==> src/rtl/xpt_cfg_pkg.sv <==
package xpt_cfg_pkg;
  typedef enum logic {
    LOAD_FRAME = 1'b0,
    LOAD_ADDR  = 1'b1
  } load_mode_e;
endpackage

==> src/rtl/xpt_cfg_sync.sv <==
module xpt_cfg_sync #(
  parameter int unsigned    W       = 1,
  parameter int unsigned    STAGES  = 2,
  parameter logic [W-1:0]   RST_VAL = '0
) (
  input  logic         clk_i,
  input  logic         rst_ni,
  input  logic [W-1:0] d_i,
  output logic [W-1:0] q_o
);
  logic [STAGES-1:0][W-1:0] pipe_q;

  always_ff @(posedge clk_i or negedge rst_ni) begin
    if (!rst_ni) begin
      pipe_q <= {STAGES{RST_VAL}};
    end else begin
      pipe_q[0] <= d_i;
      for (int s = 1; s < STAGES; s++) pipe_q[s] <= pipe_q[s-1];
    end
  end

  assign q_o = pipe_q[STAGES-1];
endmodule

==> src/rtl/xpt_cfg_serial.sv <==
module xpt_cfg_serial
  import xpt_cfg_pkg::*;
#(
  parameter int unsigned N_OUT = 8,
  parameter int unsigned SEL_W = 4,
  localparam int unsigned FRAME_W = N_OUT * (SEL_W + 1)
) (
  input  logic               clk_i,
  input  logic               rst_ni,
  input  logic               sclk_i,
  input  logic               csn_i,
  input  logic               sdi_i,
  input  logic               mode_i,
  input  logic               ovr_rst_i,
  input  logic               bcst_i,
  output logic [FRAME_W-1:0] stage_o,
  output logic               sdo_o
);
  localparam int unsigned ADDR_W = (N_OUT > 1) ? $clog2(N_OUT) : 1;
  localparam int unsigned SLOT_W = SEL_W + 1;
  localparam int unsigned WORD_W = ADDR_W + SEL_W + 1;
  localparam int unsigned CNT_W  = $clog2(WORD_W);
  localparam logic [FRAME_W-1:0] OFF_FRAME = {N_OUT{{1'b1, {SEL_W{1'b0}}}}};
  localparam logic [FRAME_W-1:0] ON_FRAME  = '0;

  load_mode_e         mode;
  logic               sclk_d_q;
  logic               shift;
  logic [FRAME_W-1:0] stage_q, stage_nxt;
  logic [WORD_W-1:0]  word_q, word_nxt;
  logic [CNT_W-1:0]   cnt_q;
  logic               word_done;
  logic [ADDR_W-1:0]  w_addr;
  logic [SLOT_W-1:0]  w_slot;
  logic               sdo_q;

  assign mode      = load_mode_e'(mode_i);
  assign shift     = sclk_i & ~sclk_d_q & ~csn_i;
  assign word_nxt  = {sdi_i, word_q[WORD_W-1:1]};
  assign word_done = shift && (mode == LOAD_ADDR) && (cnt_q == CNT_W'(WORD_W - 1));
  assign w_addr    = word_nxt[ADDR_W-1:0];
  assign w_slot    = {word_nxt[WORD_W-1], word_nxt[ADDR_W +: SEL_W]};

  always_comb begin
    stage_nxt = stage_q;
    if (shift && mode == LOAD_FRAME) begin
      stage_nxt = {sdi_i, stage_q[FRAME_W-1:1]};
    end else if (word_done) begin
      for (int n = 0; n < N_OUT; n++)
        if (w_addr == ADDR_W'(n)) stage_nxt[n*SLOT_W +: SLOT_W] = w_slot;
    end
  end

  always_ff @(posedge clk_i or negedge rst_ni) begin
    if (!rst_ni) sclk_d_q <= 1'b0;
    else         sclk_d_q <= sclk_i;
  end

  always_ff @(posedge clk_i or negedge rst_ni) begin
    if (!rst_ni) begin
      stage_q <= OFF_FRAME;
      word_q  <= '0;
      cnt_q   <= '0;
      sdo_q   <= 1'b0;
    end else if (ovr_rst_i) begin
      stage_q <= OFF_FRAME;
      cnt_q   <= '0;
    end else if (bcst_i) begin
      stage_q <= ON_FRAME;
      cnt_q   <= '0;
    end else begin
      stage_q <= stage_nxt;
      if (csn_i || mode == LOAD_FRAME) begin
        cnt_q <= '0;
      end else if (shift) begin
        cnt_q  <= (cnt_q == CNT_W'(WORD_W - 1)) ? '0 : cnt_q + 1'b1;
        word_q <= word_nxt;
      end
      if (shift && mode == LOAD_FRAME) sdo_q <= stage_q[0];
    end
  end

  assign stage_o = stage_q;
  assign sdo_o   = sdo_q;

  AST_CS_HOLD: assert property (@(posedge clk_i) disable iff (!rst_ni)
    (csn_i && !ovr_rst_i && !bcst_i) |=> $stable(stage_q)) else $error("stage moved with select high");
  AST_CS_SDO: assert property (@(posedge clk_i) disable iff (!rst_ni)
    csn_i |=> $stable(sdo_q)) else $error("sdo moved with select high");
  AST_ADDR_SDO: assert property (@(posedge clk_i) disable iff (!rst_ni)
    (mode == LOAD_ADDR) |=> $stable(sdo_q)) else $error("sdo moved in addressed mode");
  AST_CHAIN_OUT: assert property (@(posedge clk_i) disable iff (!rst_ni)
    (shift && mode == LOAD_FRAME && !ovr_rst_i && !bcst_i) |=> (sdo_q == $past(stage_q[0])))
    else $error("chained bit lost");
  AST_OVR_STAGE: assert property (@(posedge clk_i) disable iff (!rst_ni)
    ovr_rst_i |=> (stage_q == OFF_FRAME)) else $error("override reset did not clear stage");
endmodule

==> src/rtl/xpt_cfg_active.sv <==
module xpt_cfg_active #(
  parameter int unsigned N_OUT = 8,
  parameter int unsigned SEL_W = 4,
  localparam int unsigned FRAME_W = N_OUT * (SEL_W + 1)
) (
  input  logic                   clk_i,
  input  logic                   rst_ni,
  input  logic [FRAME_W-1:0]     stage_i,
  input  logic                   cfg_i,
  input  logic                   ovr_rst_i,
  input  logic                   bcst_i,
  output logic [N_OUT*SEL_W-1:0] sel_o,
  output logic [N_OUT-1:0]       en_o
);
  localparam int unsigned SLOT_W = SEL_W + 1;
  localparam logic [FRAME_W-1:0] OFF_FRAME = {N_OUT{{1'b1, {SEL_W{1'b0}}}}};

  logic               cfg_d_q;
  logic               cfg_rise;
  logic [FRAME_W-1:0] act_q;

  assign cfg_rise = cfg_i & ~cfg_d_q;

  always_ff @(posedge clk_i or negedge rst_ni) begin
    if (!rst_ni) begin
      cfg_d_q <= 1'b0;
      act_q   <= OFF_FRAME;
    end else begin
      cfg_d_q <= cfg_i;
      if (ovr_rst_i)     act_q <= OFF_FRAME;
      else if (bcst_i)   act_q <= '0;
      else if (cfg_rise) act_q <= stage_i;
    end
  end

  for (genvar n = 0; n < N_OUT; n++) begin : g_out
    assign sel_o[n*SEL_W +: SEL_W] = act_q[n*SLOT_W +: SEL_W];
    assign en_o[n]                 = ~act_q[n*SLOT_W + SEL_W];
  end

  AST_ACT_HOLD: assert property (@(posedge clk_i) disable iff (!rst_ni)
    (!cfg_rise && !ovr_rst_i && !bcst_i) |=> $stable(act_q)) else $error("active changed without commit");
  AST_CFG_COPY: assert property (@(posedge clk_i) disable iff (!rst_ni)
    (cfg_rise && !ovr_rst_i && !bcst_i) |=> (act_q == $past(stage_i))) else $error("commit lost data");
  AST_BCST_ON: assert property (@(posedge clk_i) disable iff (!rst_ni)
    (bcst_i && !ovr_rst_i) |=> (en_o == '1 && sel_o == '0)) else $error("broadcast not applied");
  AST_RST_WINS: assert property (@(posedge clk_i) disable iff (!rst_ni)
    ovr_rst_i |=> (en_o == '0 && sel_o == '0)) else $error("override reset lost priority");
endmodule

==> src/rtl/xpt_cfg_ctrl.sv <==
module xpt_cfg_ctrl #(
  parameter int unsigned N_IN        = 16,
  parameter int unsigned N_OUT       = 8,
  parameter int unsigned SYNC_STAGES = 2,
  localparam int unsigned SEL_W = (N_IN > 1) ? $clog2(N_IN) : 1
) (
  input  logic                   clk_i,
  input  logic                   rst_ni,
  input  logic                   sclk_i,
  input  logic                   csn_i,
  input  logic                   sdi_i,
  input  logic                   mode_i,
  input  logic                   cfg_i,
  input  logic                   ovr_rst_i,
  input  logic                   bcst_i,
  output logic                   sdo_o,
  output logic [N_OUT*SEL_W-1:0] sel_o,
  output logic [N_OUT-1:0]       en_o
);
  localparam int unsigned FRAME_W = N_OUT * (SEL_W + 1);
  // sync bit order: {bcst, ovr_rst, cfg, mode, sdi, csn, sclk}; csn idles high
  localparam logic [6:0] SYNC_RST = 7'b000_0010;

  logic [6:0]         raw, syn;
  logic [FRAME_W-1:0] stage;

  assign raw = {bcst_i, ovr_rst_i, cfg_i, mode_i, sdi_i, csn_i, sclk_i};

  xpt_cfg_sync #(.W(7), .STAGES(SYNC_STAGES), .RST_VAL(SYNC_RST)) u_sync (
    .clk_i (clk_i),
    .rst_ni(rst_ni),
    .d_i   (raw),
    .q_o   (syn)
  );

  xpt_cfg_serial #(.N_OUT(N_OUT), .SEL_W(SEL_W)) u_serial (
    .clk_i    (clk_i),
    .rst_ni   (rst_ni),
    .sclk_i   (syn[0]),
    .csn_i    (syn[1]),
    .sdi_i    (syn[2]),
    .mode_i   (syn[3]),
    .ovr_rst_i(syn[5]),
    .bcst_i   (syn[6]),
    .stage_o  (stage),
    .sdo_o    (sdo_o)
  );

  xpt_cfg_active #(.N_OUT(N_OUT), .SEL_W(SEL_W)) u_active (
    .clk_i    (clk_i),
    .rst_ni   (rst_ni),
    .stage_i  (stage),
    .cfg_i    (syn[4]),
    .ovr_rst_i(syn[5]),
    .bcst_i   (syn[6]),
    .sel_o    (sel_o),
    .en_o     (en_o)
  );
endmodule

==> config.mk <==
export PLATFORM = sky130hd
export DESIGN_NAME = xpt_cfg_ctrl
export DESIGN_NICKNAME = d
export VERILOG_FILES = /design/src/rtl/xpt_cfg_pkg.sv /design/src/rtl/xpt_cfg_sync.sv /design/src/rtl/xpt_cfg_serial.sv /design/src/rtl/xpt_cfg_active.sv /design/src/rtl/xpt_cfg_ctrl.sv
export SDC_FILE = /design/constraint.sdc
export NUM_CORES = 1
export LEC_CHECK = 0
export ABC_AREA = 1
export CORE_UTILIZATION = 40
export CTS_BUF_LIST = sky130_fd_sc_hd__clkbuf_8
export DETAILED_ROUTE_END_ITERATION = 7
export DONT_BUFFER_PORTS = 1
export PLACE_DENSITY = 0.64
export SYNTH_ARGS = -nofsm -noshare
export SYNTH_HDL_FRONTEND = slang
export SYNTH_HIERARCHICAL = 1
export SYNTH_SLANG_ARGS = --single-unit
==> constraint.sdc <==
create_clock -name clk_i -period 1.5 [get_ports clk_i]
set_clock_uncertainty 0.1 [all_clocks]
set_input_delay 0.15 -clock clk_i [delete_from_list [all_inputs] [get_ports clk_i]]
set_output_delay 0.15 -clock clk_i [all_outputs]
set_load 0.03 [all_outputs]
# ---- Word-level counts from Yosys, hierarchy flattened
# Index checks and enable logic that the tools add are counted.
dict set report word_totals {
  regBits 108
  out_inout_bits 41
  word_cells 89
}
dict set report classes {
  add_sub_neg 1
  n_eq_ne 8
  n_mux 20
  bitwise 18
  reduce_logical 26
}
# op n
set op_table {}
lappend op_table {{two-way mux 40 bit} 7}
lappend op_table {{two-way mux 5 bit} 8}
lappend op_table {{nonzero test 4 bit} 10}
lappend op_table {{AND reduction 2 bit} 8}
lappend op_table {{== test 3 bit, second input constant} 5}
lappend op_table {{two-way mux 3 bit} 5}
lappend op_table {{NOT 1 bit} 15}
lappend op_table {{== test 3 x 2 -> 1 bit, second input constant} 2}
lappend op_table {{AND reduction 4 bit} 1}
lappend op_table {{adder 3 x 1 -> 3 bit, second input constant} 1}
lappend op_table {{bitwise AND 1 bit} 3}
lappend op_table {{== test 3 x 1 -> 1 bit, second input constant} 1}
lappend op_table {{logical AND 1 bit} 3}
lappend op_table {{zero test 3 bit} 1}
lappend op_table {{AND reduction 3 bit} 1}
lappend op_table {{nonzero test 3 bit} 1}
lappend op_table {{logical OR 1 bit} 1}

# ---- Longest topological paths before layout
# Gate-level depths: netlist of run 1.
dict set report depth {
  word_depth 9
  mapped_depth 10
  depth_no_buf 10
}

# ---- Modules after synthesis
# The synthesis of run 1 kept the hierarchy.
# module n_inst cells_per_inst area_each_um2
set modules_own_cells {}
lappend modules_own_cells {xpt_cfg_serial 1 380 2750.1}
lappend modules_own_cells {xpt_cfg_active 1 239 2053.2}
lappend modules_own_cells {xpt_cfg_sync 1 21 405.4}

# ---- Worst setup path after synthesis of run 1
# No wires, ideal clock.
dict set report synth_path {
  kind {reg2reg}
  startpoint {reg u_serial.cnt_q[0]}
  endpoint {reg u_serial.stage_q[14], in the netlist u_serial/stage_o[14]}
  setup_time_ps 76
  arrival_ps 1375
  required_time_ps 1324
  slack_ps -50
  path_stages_with_launch 11
  n_path_buf 0
  period_less_slack_ps 1550
  path_cell_list {dfrtp_1 > ha_1 > ha_1 > inv_1 > nand2_1 > nand3_1 > nand2_2 > o21ai_1 > inv_1 > nand2_1 > nand2_1}
}
dict set report synth_via {
  elab_chain_cells 4
}
# item line
set synth_rtl {}
lappend synth_rtl {{start: declaration} xpt_cfg_serial.sv:31} ;# logic [CNT_W-1:0] cnt_q;
lappend synth_rtl {{start signal: assignment} xpt_cfg_serial.sv:76} ;# cnt_q <= (cnt_q == CNT_W'(WORD_W - 1)) ? '0 : cnt_q + 1'b1;
lappend synth_rtl {{== test 3 bit} xpt_cfg_serial.sv:40} ;# assign word_done = shift && (mode == LOAD_ADDR) && (cnt_q == CNT_W'(WORD_W - 1));
lappend synth_rtl {{logical AND 1 bit} xpt_cfg_serial.sv:40}
lappend synth_rtl {{nonzero test 4 bit (no line)} n/a}
lappend synth_rtl {{AND reduction 2 bit (no line)} n/a}
lappend synth_rtl {{end signal: assignment} xpt_cfg_serial.sv:72} ;# stage_q <= stage_nxt;
lappend synth_rtl {{end: declaration} xpt_cfg_serial.sv:29} ;# logic [FRAME_W-1:0] stage_q, stage_nxt;
# Every way passes these cells.
# A chain may end at the register's enable or synchronous reset.

# ---- Worst setup path after layout of run 1
dict set report layout_path {
  startpoint {reg u_serial.cnt_q[1]}
  endpoint {reg u_serial.stage_q[11], in the netlist u_serial/stage_o[11]}
}
# Same word-level chain as after synthesis.

==> results.cfg, run 1 <==
[sta]
setup_viol = 42
hold_ws_ns = -0.658
relSlewSlack_pct = 77.1
period_minus_slack_ns = 1.65
rsz0062_at_grt = yes
finalCritPeriodShare_pct = 110
hold_viol_final = 107
timing.fmax_ghz = 0.605
worst_slew_pin_slew_ns = 0.344
finalWorstSetupSlack_ns = -0.152
slew_violations = 0

[placement]
dp_cells = 798
port_buffers = 0
routabilityCongestion = 0.890
hpwl_mm = 7.70

[finish]
diodes = 0
layout-drive-gt1-share_pct = 19.5
fin_cells = 827
layout.nets = 661
syn2layout_area_growth_pct = 12.4
layout_commonest_cell = nand2_1
layout_common_cells = nand2_1, dfrtp_1, nand3_1
fillers = 1220

[clocking]
clk_latency_ns = 0.39
ctsRootBufferMaster = clkbuf_8
clock-sinks = 107
hold_buffers = 7
clk_path_buf_depth = 2
cts-buffers-inserted = 9
cts_tree = done
clkTransAtPathRegs_ns = 0.10
cts_max_level = 3

[synth]
syn_area_per_cell_um2 = 8.14
synth.distinct_cells = 24
ys_warn_count = 6
syn_area_mm2 = 0.00521
yosysSeqAreaShare_pct = 51.8
synth-seq-cells = 107
syn_nets = 651
synthCells = 640

[detailed_routing]
wirelength_mm = 11.2
ant_nets = 0
drc = 0
drt_first_iter_violations = 244
via_count = 4047
post_drt_wl_per_cell_um = 13.6
first_pass_iters = 5
vias_per_cell = 4.89

[power]
fin_total_pwr_mw = 5.63
leakagePower_nw = 2.98
power.density_mw_per_mm2 = 962
irDropWorstVdd_v = 0.000407

[floorplanning]
dieArea_mm2 = 0.0135
die_height_um = 116
die_w_um = 116
core.rowCount = 41
core_mm2 = 0.0127
start_util_pct = 41.1
io_pins = 50

[critical_path]
worstPathRequired_ns = 1.71
max_stage_delay_ns = 0.39
crit_chain = ha_2 > ha_4 > inv_2 > nand2_2 > nand3_2 > nand2_4 > o21ai_4 > nand2_1 > o21ai_1
setup.worst_path.class = reg -> reg
cp-end-kind = register
cp-start-kind = register
worstPathMaxFanout = 6
crit_slowest_cell = dfrtp_1
crit_arrival_ns = 1.86

[global_routing]
grt_usage_pct = 17.9
grt_pass1_vias = 3905
grt_max_degree = 108
grt_overflow = 0
antenna_found_initial = 0
grt_pass1_wl_mm = 18.5

[status]
violations = negative hold slack, negative setup slack
status = complete, but fails checks

[run]
maxCapViolCount = 0

[min_path]
hold_class = in -> async
logic make-up (layout without fill, tap and decap cells):
family	Yosys count	after routing	share of synthesized area, %
flops	107	107	51.8
compound gates	53	53	5.09
buf+inv	131	145	14.0
simple gates	347	348	28.6
fa+ha+maj	2	2	0.480
sequential cells by signal (all words and copies together) (netlist names):
name	flops
u_active/act_q	40
u_active/cfg_d_q	1
u_serial/cnt_q	3
u_serial/sclk_d_q	1
u_serial/sdo_o	1
u_serial/stage_o	40
u_serial/word_q	7
u_sync/pipe_q	7
u_sync/q_o	7
metrics by stage:
stage	cell area, µm²	utilization [%]	setup slack [ns]	hold slack (ns)	setup TNS (ns)
global placement	5330	42.1	-0.213	-0.242	-6.11
floorplan	5220	-	-0.0503	-0.246	-0.646
CTS	5770	45.5	-0.119	-0.677	-3.23
global route	5850	46.2	-0.248	-0.680	-7.99
detailed placement	5330	42.1	-0.344	-0.243	-9.01
finish	5850	46.2	-0.152	-0.658	-3.76
final timing paths:
kind | depth (start not counted) | from | slack, ns | to
worst max-delay path | 9 | u_serial/cnt_q[1]$_DFFE_PN0P_ | -0.15 | u_serial/stage_o[11]$_DFFE_PN0P_
worst min-delay path | 0 | rst_ni | -0.66 | u_active/act_q[7]$_DFFE_PN0P_
worst max register to register | 9 | u_serial/cnt_q[1]$_DFFE_PN0P_ | -0.15 | u_serial/stage_o[11]$_DFFE_PN0P_
worst min register to register | 0 | u_sync/pipe_q[2]$_DFF_PN0_ | 0.26 | u_sync/q_o[2]$_DFF_PN0_
max in group asynchronous | 0 | rst_ni | 1.74 | u_sync/pipe_q[1]$_DFF_PN1_
min in group clk_i | 1 | csn_i | 0.21 | u_sync/pipe_q[1]$_DFF_PN1_
metal layers:
| metal | up-vias | track usage, % | wire [µm] |
|---|---|---|---|
| met3 | 18 | 4.15 | 550 |
| met5 | - | 0 | 0 |
| li1 | 2002 | - | - |
| met1 | 1926 | 22.8 | 5060 |
| met2 | 101 | 29.5 | 5430 |
| met4 | 0 | 7.44 | 187 |
power by group:
group,internal (mW),switching (mW)
combinational,0.198,0.401
sequential,3.01,0.0557
clock,0.951,1.02
cell type report:
class	count	area, µm²	area share (%)
sequential	107	2700	46.1
clock buffer	9	124	2.12
timing repair buffer	61	507	8.66
inverter	68	265	4.53
tap	172	215	3.68
multi-input combinational	403	1940	33.2
clock inverter	7	100	1.71
cell usage after synthesis, drive strengths merged:
cell    number  share of area [%]
nand3       84                8.3
nand4       14                1.7
clkbuf       1              0.072
nand2      238                 17
dfstp       18                9.1
ha           2               0.48
buf         62                9.0
o21ai       48                4.6
nor2         9                1.0
nor3         1               0.19
a21oi        5               0.48
inv         67                4.8
clkinv       1              0.096
dfrtp       89                 43
nand3b       1               0.14
timing repair:
| action | in CTS | in global routing |
|---|---|---|
| endpoints found under the setup margin | 40 | 50 |
| pin swaps | 14 | 8 |
| setup buffers | 4 | 1 |
| endpoints found under the hold margin | 114 | 107 |
| gates resized for setup | 26 | 25 |
| gates cloned | 1 | 0 |
critical path: cells and delay by family, from the launching register on:
| kind | cells | cell delay (ns) |
|---|---|---|
| AND/OR/NAND/NOR | 4 | 0.43 |
| buffers and inverters | 1 | 0.05 |
| AO/OA/AOI/OAI | 2 | 0.24 |
| flip-flops | 1 | 0.39 |
| adder cells (fa/ha/maj) | 2 | 0.35 |
Note: power is estimated with default switching activity, not from simulation.
==> inputs of run 2 (changes only) <==
--- a/config.mk
+++ b/config.mk
@@ -6,6 +6,7 @@
 export NUM_CORES = 1
 export LEC_CHECK = 0
 export ABC_AREA = 1
+export CORE_MARGIN = 2
 export CORE_UTILIZATION = 40
 export CTS_BUF_LIST = sky130_fd_sc_hd__clkbuf_8
 export DETAILED_ROUTE_END_ITERATION = 7
==> results.cfg, run 2 (synthesis results as in run 1) <==
[placement]
routabilityCongestion = 0.927
pre_cts_ws_ns = -0.259
hpwl_mm = 7.73
port_buffers = 0
dp_cells = 798

[critical_path]
r2r_end = u_serial/stage_o[23]$_DFFE_PN0P_
cp-start-kind = register
cp_top_family = simple AND/OR/NAND/NOR gates
crit_chain = ha_2 > ha_4 > inv_2 > nand2_4 > inv_4 > nor2_4 > nand4_1 > o21ai_1
worstPathRequired_ns = 1.70
cp-end-kind = register
r2r_slack_ns = -0.16
crit_arrival_ns = 1.87
rr_worst_depth = 8
setup.worst_path.class = reg -> reg
worstPathMaxFanout = 7
cp_num_buf_inv = 2
crit_slowest_cell = dfrtp_1
timing.rr.start = u_serial/cnt_q[1]$_DFFE_PN0P_
max_stage_delay_ns = 0.37

[sta]
finalWorstSetupSlack_ns = -0.165
worst_slew_pin_slew_ns = 0.357
period_minus_slack_ns = 1.66
hold_ws_ns = -0.656
slew_violations = 0
timing.fmax_ghz = 0.601
relSlewSlack_pct = 76.2
setup_tns_ns = -5.28
finalCritPeriodShare_pct = 111
hold_viol_final = 107
setup_viol = 50
rsz0062_at_grt = yes

[finish]
fin_cells = 824
diodes = 0
layout_common_cells = nand2_1, dfrtp_1, nand3_1
final_util_pct = 46.4
layout-drive-gt1-share_pct = 19.5
layout_commonest_cell = nand2_1
layout.nets = 658
syn2layout_area_growth_pct = 12.8

[floorplanning]
die_w_um = 118
start_util_pct = 41.1
io_pins = 50
dieArea_mm2 = 0.0140
core.rowCount = 41
core_mm2 = 0.0127
die_height_um = 118

[global_routing]
grt_usage_pct = 16.9
antenna_found_initial = 0
grt_overflow = 0
grt_max_degree = 108
grt_pass1_vias = 3895
grt_pass1_wl_mm = 18.8

[detailed_routing]
drt_first_iter_violations = 271
post_drt_wl_per_cell_um = 13.8
via_count = 4061
ant_nets = 0
vias_per_cell = 4.93
drc = 0
first_pass_iters = 5
wirelength_mm = 11.3

[power]
power.density_mw_per_mm2 = 972
leakagePower_nw = 2.99
irDropWorstVdd_v = 0.000550
fin_total_pwr_mw = 5.71

[clocking]
clk_path_buf_depth = 2
clk_latency_ns = 0.39
cts_tree = done
hold_buffers = 7
ctsRootBufferMaster = clkbuf_8
clkTransAtPathRegs_ns = 0.10
cts_max_level = 3
clock-sinks = 107
cts-buffers-inserted = 9

[run]
maxCapViolCount = 0

[status]
violations = negative hold slack, negative setup slack
status = complete, but fails checks

[min_path]
hold_class = in -> async
## run 2: cell count changes in the layout (fill, tap and decap cells not counted), moves of 2 or more
| cell | before | now |
|---|---|---|
| clkbuf_8 | 9 | 11 |
| buf_12 | 1 | 3 |
| clkinvlp_4 | 3 | 0 |
| buf_4 | 49 | 45 |
| clkinv_2 | 0 | 2 |
| o21ai_2 | 5 | 7 |
## run 2: layout make-up
class / count / area, µm²
clock buffer: 11 / 151
inverter: 68 / 262
sequential: 107 / 2700
fill: 1249 / 6800
tap: 172 / 215
multi-input combinational: 403 / 1960
clock inverter: 5 / 82.6
timing repair buffer: 58 / 502
## run 2: worst max-delay path by stage
stage,startpoint,endpoint,slack [ns],cells past startpoint
6_report,u_serial/cnt_q[1]$_DFFE_PN0P_,u_serial/stage_o[23]$_DFFE_PN0P_,-0.16,8
5_1_grt,u_serial/cnt_q[1]$_DFFE_PN0P_,u_serial/stage_o[23]$_DFFE_PN0P_,-0.29,8
4_1_cts,u_serial/cnt_q[0]$_DFFE_PN0P_,u_serial/stage_o[19]$_DFFE_PN1P_,-0.14,9
3_5_place_dp,u_serial/cnt_q[0]$_DFFE_PN0P_,u_serial/stage_o[31]$_DFFE_PN0P_,-0.26,9
3_3_place_gp,u_serial/cnt_q[0]$_DFFE_PN0P_,u_serial/stage_o[9]$_DFFE_PN1P_,-0.20,10
2_1_floorplan,u_serial/cnt_q[0]$_DFFE_PN0P_,u_serial/stage_o[14]$_DFFE_PN1P_,-0.05,10
## run 2: per-layer routing
metal / GRT usage [%] / vias up / share of wire [%] / wire, µm
met4: 7.00 / 0 / 2.2 / 249
met5: 0 / - / 0 / 0
met1: 21.7 / 1921 / 45 / 5070
met3: 5.52 / 19 / 6.1 / 689
li1: - / 2004 / - / -
met2: 26.2 / 117 / 47 / 5330
## run 2: power breakdown
group | total (mW) | internal (mW) | switching [mW]
clock network | 2.03 | 1.04 | 0.992
registers | 3.07 | 3.01 | 0.0586
logic | 0.608 | 0.204 | 0.404
## run 2: worst register-to-register path, stage by stage, from the launching register on
cell     delay [ns]
dfrtp_1        0.37
ha_2           0.20
ha_4           0.12
inv_2          0.04
nand2_4        0.07
inv_4          0.04
nor2_4         0.17
nand4_1        0.25
o21ai_1        0.22
## run 2: stage by stage
stage / area [µm²] / hold WS (ns)
after floorplan: 5220 / -0.246
after global placement: 5360 / -0.242
after detailed placement: 5360 / -0.243
after CTS: 5740 / -0.687
after global routing: 5870 / -0.692
final: 5870 / -0.656
## run 2: what timing repair did
action,4_1_cts,5_1_grt
endpoints found under the hold margin,114,107
pin swaps,6,11
gates cloned,1,0
setup buffers,1,2
gates resized for setup,19,34
setup endpoints to repair,40,58
